File: src/rtl/kps_pkg.sv
package kps_pkg;
  localparam int KP_ROWS   = 4;
  localparam int KP_COLS   = 4;
  localparam int KEY_W     = 4;
  localparam int ROW_IDX_W = $clog2(KP_ROWS);
  localparam int COL_IDX_W = $clog2(KP_COLS);

  typedef enum logic [1:0] {
    ST_SCAN    = 2'd0,
    ST_PAUSE   = 2'd1,
    ST_CONFIRM = 2'd2
  } scan_st_e;

  // next column in the scan ring
  function automatic logic [COL_IDX_W-1:0] next_col(input logic [COL_IDX_W-1:0] c);
    if (c == COL_IDX_W'(KP_COLS - 1)) next_col = '0;
    else                             next_col = c + 1'b1;
  endfunction

  // lowest-numbered row that reads low (active-low lines)
  function automatic logic [ROW_IDX_W-1:0] first_low_row(input logic [KP_ROWS-1:0] rn);
    first_low_row = '0;
    for (int i = KP_ROWS - 1; i >= 0; i--) begin
      if (!rn[i]) first_low_row = ROW_IDX_W'(i);
    end
  endfunction

  // key label at row r, column c of a hex keypad
  function automatic logic [KEY_W-1:0] key_of(input logic [ROW_IDX_W-1:0] r,
                                               input logic [COL_IDX_W-1:0] c);
    case ({r, c})
      4'h0: key_of = 4'h1;
      4'h1: key_of = 4'h2;
      4'h2: key_of = 4'h3;
      4'h3: key_of = 4'hA;
      4'h4: key_of = 4'h4;
      4'h5: key_of = 4'h5;
      4'h6: key_of = 4'h6;
      4'h7: key_of = 4'hB;
      4'h8: key_of = 4'h7;
      4'h9: key_of = 4'h8;
      4'hA: key_of = 4'h9;
      4'hB: key_of = 4'hC;
      4'hC: key_of = 4'hE;
      4'hD: key_of = 4'h0;
      4'hE: key_of = 4'hF;
      default: key_of = 4'hD;
    endcase
  endfunction
endpackage

File: src/rtl/kps_tick_div.sv
module kps_tick_div #(
  parameter int HALF_DIV = 10000
) (
  input  logic clk,
  input  logic rst,
  output logic tick
);
  localparam int CW = $clog2(HALF_DIV);
  localparam logic [CW-1:0] LAST = CW'(HALF_DIV - 1);

  logic [CW-1:0] cnt;
  logic          phase;

  always_ff @(posedge clk) begin
    if (rst) begin
      cnt   <= '0;
      phase <= 1'b0;
    end else if (cnt == LAST) begin
      cnt   <= '0;
      phase <= ~phase;
    end else begin
      cnt <= cnt + 1'b1;
    end
  end

  // one pulse per full divided period
  assign tick = (cnt == LAST) && phase;
endmodule

File: src/rtl/kps_row_sync.sv
module kps_row_sync #(
  parameter int W      = 4,
  parameter int STAGES = 2
) (
  input  logic         clk,
  input  logic         rst,
  input  logic [W-1:0] d,
  output logic [W-1:0] q
);
  logic [W-1:0] pipe [STAGES];

  always_ff @(posedge clk) begin
    if (rst) begin
      for (int i = 0; i < STAGES; i++) pipe[i] <= '1;
    end else begin
      pipe[0] <= d;
      for (int i = 1; i < STAGES; i++) pipe[i] <= pipe[i-1];
    end
  end

  assign q = pipe[STAGES-1];
endmodule

File: src/rtl/kps_scan_fsm.sv
module kps_scan_fsm
  import kps_pkg::*;
(
  input  logic                 clk,
  input  logic                 rst,
  input  logic                 tick,
  input  logic [KP_ROWS-1:0]   rows_s,
  output logic [COL_IDX_W-1:0] col_idx,
  output logic [KEY_W-1:0]     key_code,
  output logic                 key_toggle,
  output scan_st_e             state,
  output logic                 capture,
  output logic                 accept
);
  logic [KP_ROWS-1:0] cap_rows;
  logic               rows_idle;

  assign rows_idle = &rows_s;
  assign capture   = tick && (state == ST_SCAN) && !rows_idle;
  assign accept    = tick && (state == ST_CONFIRM) && (rows_s == cap_rows);

  always_ff @(posedge clk) begin
    if (rst) begin
      state      <= ST_SCAN;
      col_idx    <= '0;
      cap_rows   <= '1;
      key_code   <= '0;
      key_toggle <= 1'b0;
    end else if (tick) begin
      case (state)
        ST_SCAN: begin
          if (!rows_idle) begin
            cap_rows <= rows_s;
            state    <= ST_PAUSE;
          end else begin
            col_idx <= next_col(col_idx);
          end
        end
        ST_PAUSE: state <= ST_CONFIRM;
        ST_CONFIRM: begin
          state <= ST_SCAN;
          if (rows_s == cap_rows) begin
            key_code   <= key_of(first_low_row(cap_rows), col_idx);
            key_toggle <= ~key_toggle;
          end
        end
        default: state <= ST_SCAN;
      endcase
    end
  end
endmodule

File: src/rtl/keypad_scanner.sv
module keypad_scanner
  import kps_pkg::*;
#(
  parameter int HALF_DIV = 10000
) (
  input  logic               clk,
  input  logic               rst,
  input  logic [KP_ROWS-1:0] row_n,
  output logic [KP_COLS-1:0] col_n,
  output logic [KEY_W-1:0]   key_code,
  output logic               key_toggle
);
  logic                 tick_w;
  logic [KP_ROWS-1:0]   rows_s;
  logic [COL_IDX_W-1:0] col_idx;
  scan_st_e             st_w;
  logic                 capture_w;
  logic                 accept_w;

  kps_tick_div #(.HALF_DIV(HALF_DIV)) u_div (
    .clk (clk),
    .rst (rst),
    .tick(tick_w)
  );

  kps_row_sync #(.W(KP_ROWS), .STAGES(2)) u_sync (
    .clk(clk),
    .rst(rst),
    .d  (row_n),
    .q  (rows_s)
  );

  kps_scan_fsm u_fsm (
    .clk       (clk),
    .rst       (rst),
    .tick      (tick_w),
    .rows_s    (rows_s),
    .col_idx   (col_idx),
    .key_code  (key_code),
    .key_toggle(key_toggle),
    .state     (st_w),
    .capture   (capture_w),
    .accept    (accept_w)
  );

  for (genvar c = 0; c < KP_COLS; c++) begin : g_col
    assign col_n[c] = (col_idx != COL_IDX_W'(c));
  end
endmodule

File: config.mk
export PLATFORM = sky130hd
export DESIGN_NAME = keypad_scanner
export DESIGN_NICKNAME = d
export VERILOG_FILES = /design/src/rtl/kps_pkg.sv /design/src/rtl/kps_tick_div.sv /design/src/rtl/kps_row_sync.sv /design/src/rtl/kps_scan_fsm.sv /design/src/rtl/keypad_scanner.sv
export SDC_FILE = /design/constraint.sdc
export NUM_CORES = 1
export LEC_CHECK = 0
export ABC_CLOCK_PERIOD_IN_PS = 1750
export BUFFER_PORTS_ARGS = -buffer_cell sky130_fd_sc_hd__buf_4
export CAP_MARGIN = 10
export CORE_UTILIZATION = 51
export CTS_CLUSTER_DIAMETER = 120
export DETAILED_ROUTE_END_ITERATION = 7
export PLACE_DENSITY = 0.75
export SLEW_MARGIN = 25
export SYNTH_ARGS = -nofsm -noshare
export SYNTH_HDL_FRONTEND = slang
export SYNTH_SLANG_ARGS = --single-unit
File: constraint.sdc
create_clock -name clk -period 1.75 [get_ports clk]
set_input_delay 0.4375 -clock clk [delete_from_list [all_inputs] [get_ports clk]]
set_output_delay 0.4375 -clock clk [all_outputs]
set_load 0.02 [all_outputs]
==> reports/metrics.cfg <==
[status]
status = finished, violations left
violations = negative setup slack

[critical_path]
timing.rr.end = u_fsm.key_code[3]
cp-start-kind = flip-flop
endpoint_kind = flip-flop
worst-path-max-fanout = 4
reg2reg_from = u_div.cnt[7]
arrival_ns = 2.10
crit_type = reg -> reg
reg2regPathDepth = 4
regToRegSetupSlack_ns = -0.10
required_ns = 2.00

[drt]
wl_met3_microns = 137
vias = 1451
antenna_left = 0
vias_per_cell = 5.32
dr.pass1.iters = 4
route.met2.wl_microns = 1860
drtIter0Drc = 94
wl_microns = 3700
top_layer = met4
met1_length_microns = 1660
drc = 0
wire_per_inst_microns = 13.6

[clock_tree]
cts_num_sinks = 36
ctsHoldBuffers = 0
cts_buffers = 5
cts_tree = done
clk_latency_ns = 0.35
cts_root_buf = clkbuf_4
clkTransAtPathRegs_ns = 0.11
h-tree-depth = 2
clk_path_buf_depth = 2

[die]
ios = 15
fp.dieH_microns = 60.7
core_area_sq_um = 3150
die-area_sq_um = 3680
die_x_microns = 60.7
start_util_pct = 55.7
rows = 20

[global_route]
grt_overflow = 0
grt_antenna_before_repair = 0
grt_pass1_vias = 1384
grt_start_max_net_pins = 32
gr-usage-all-layers_pct = 22.9
grt_pass1_wl_microns = 6000

[synth]
netlist-cell-type-count = 44
yosys_warnings = 0
syn_nets = 205
synth_top_area_cell = dfxtp_1
yosysMostFrequentCell = dfxtp_1
syn_area_sq_um = 1760
synth_ff_type = dfxtp_1
synth.avg_cell_area_sq_um = 9.10
synth-edff-count = 0
synth_cells = 193
synth_area_leaders = dfxtp_1 (41%), nor2_1 (5.6%), xnor2_1 (4.5%)
async_flop_share_pct = 0
synth_top_area_share_pct = 41.0
synth_seq_area_share_pct = 41.0
synth_commonest_cells = dfxtp_1 (36), nor2_1 (26), inv_1 (11), nand2_1 (11), xnor2_1 (9)
ys_ff_latch = 36

[sta]
final-setup-viol-count = 14
slew_headroom_pct = 65.6
maxSlewViolCount = 0
setup_slack_ns = -0.100
grt_setup_unrepaired = true
worst_pin_slew_ns = 0.504
skew_ns = 0.0121
min_period_ns = 1.85
hold_slack_ns = 0.270
hold_viol_final = 0
max_freq_ghz = 0.540
timing.final.crit_share_pct = 106

[power_and_ir_drop]
pwr_density_cell_nw_per_um2 = 682
p_sw_mw = 0.321
p_leak_nw = 0.941
comb_power_share_pct = 4.0
sequentialPowerShare_pct = 56.9
p_sw_share_pct = 21.7
pwr-share-clk_pct = 39.1
peakVddDrop_v = 0.000622
intPower_mw = 1.16

[flow_run]
maxCapViolCount = 0

[layout]
area_growth_pct = 23.8
diodes = 0
num-nets-final = 240
drive_gt1_share_pct = 31.4
fin_util_pct = 69.0

[placed_design]
dpl.hpwl_microns = 2580
routabilityCongestion = 0.807
portBuffers = 14
dp_slack_ns = -0.108

[min_path]
hold_path.class = in -> reg
hold_path_end = u_sync.pipe[0][2]
min_from = row_n[2]
whs_path_depth = 2

worst max-delay path: stages, from the launching register on:
cell and delay, ns:
dfxtp_2 0.33, or4b_4 0.58, nor4_4 0.33, nand3_2 0.18, mux2_4 0.33
sequential cells by signal, indices dropped and copies added, names as in the netlist:
name              count
u_div.phase           1
u_fsm.col_idx         2
u_div.cnt            14
u_fsm.cap_rows        4
u_fsm.state           2
u_sync.pipe           8
u_fsm.key_toggle      1
u_fsm.key_code        4
worst max path at each step:
| stage | from | endpoint | depth (start not counted) |
|---|---|---|---|
| floorplan | u_div.cnt[4] | u_fsm.col_idx[0] | 4 |
| global placement | u_div.cnt[12] | u_fsm.cap_rows[1] | 5 |
| detailed placement | u_div.cnt[12] | u_fsm.cap_rows[3] | 5 |
| CTS | u_div.cnt[7] | u_fsm.col_idx[0] | 5 |
| global route | u_div.cnt[4] | u_fsm.col_idx[0] | 5 |
| finish | u_div.cnt[7] | u_fsm.key_code[3] | 4 |
kinds of logic (layout without fill, tap and decap cells):
kind of cell	Yosys count	in the layout	synth area share [%]
flip-flops	36	36	41.0
buffers and inverters	19	55	4.27
multiplexers	9	9	5.63
AO/OA/AOI/OAI	18	18	7.19
adder cells (fa/ha/maj)	6	6	4.27
AND/OR/NAND/NOR	89	89	29.6
XOR/XNOR	16	16	7.98
per-stage QoR:
step | cell area (sq um) | std cells | power (mW) | TNS (ns)
2_1_floorplan | 1770 | 193 | 0.902 | -0.829
3_3_place_gp | 2060 | 263 | 0.923 | -0.297
3_5_place_dp | 2060 | 263 | 0.926 | -0.922
4_1_cts | 2160 | 274 | 1.49 | -1.25
5_1_grt | 2170 | 273 | 1.54 | -2.50
6_report | 2170 | 273 | 1.48 | -0.693
routing by layer:
| layer | up-vias | GRT usage (%) |
|---|---|---|
| met3 | 6 | 7.89 |
| li1 | 732 | - |
| met2 | 23 | 39.1 |
| met4 | 0 | 7.47 |
| met5 | - | 0 |
| met1 | 690 | 27.1 |
what timing repair did:
item | in CTS | in global routing
buffers inserted | 3 | 0
endpoints found under the setup margin | 26 | 28
pin swaps | 4 | 3
resized for setup | 2 | 8
area by class of cell:
type                    instances  area, sq um
flip-flops and latches         36          724
inverters                      11         41.3
multi-input cells             138         1000
repair buffers                 36          274
well taps                      44         55.1
clock inverters                 2         35.0
fillers                       276          978
clock buffers                   6         41.3
power groups by stage:
stage          Clock [mW]  Sequential [mW]  Combinational (mW)
6_report            0.579            0.844              0.0592
5_1_grt             0.624            0.846              0.0679
4_1_cts             0.584            0.844              0.0638
3_5_place_dp            0            0.862              0.0634
3_3_place_gp            0            0.861              0.0612
2_1_floorplan           0            0.859              0.0423
placed cells by master, fill, tap and decap left out, types with 5 or more instances in the layout:
cell       n
inv_1     11
xor2_1     7
nor2_1    25
xnor2_1    8
nand3_1    8
mux2i_1    5
or2_2      8
buf_4     35
clkbuf_4   5
ha_1       5
dfxtp_1   33
nand2_1   11
Power figures use the tool's default switching activity.
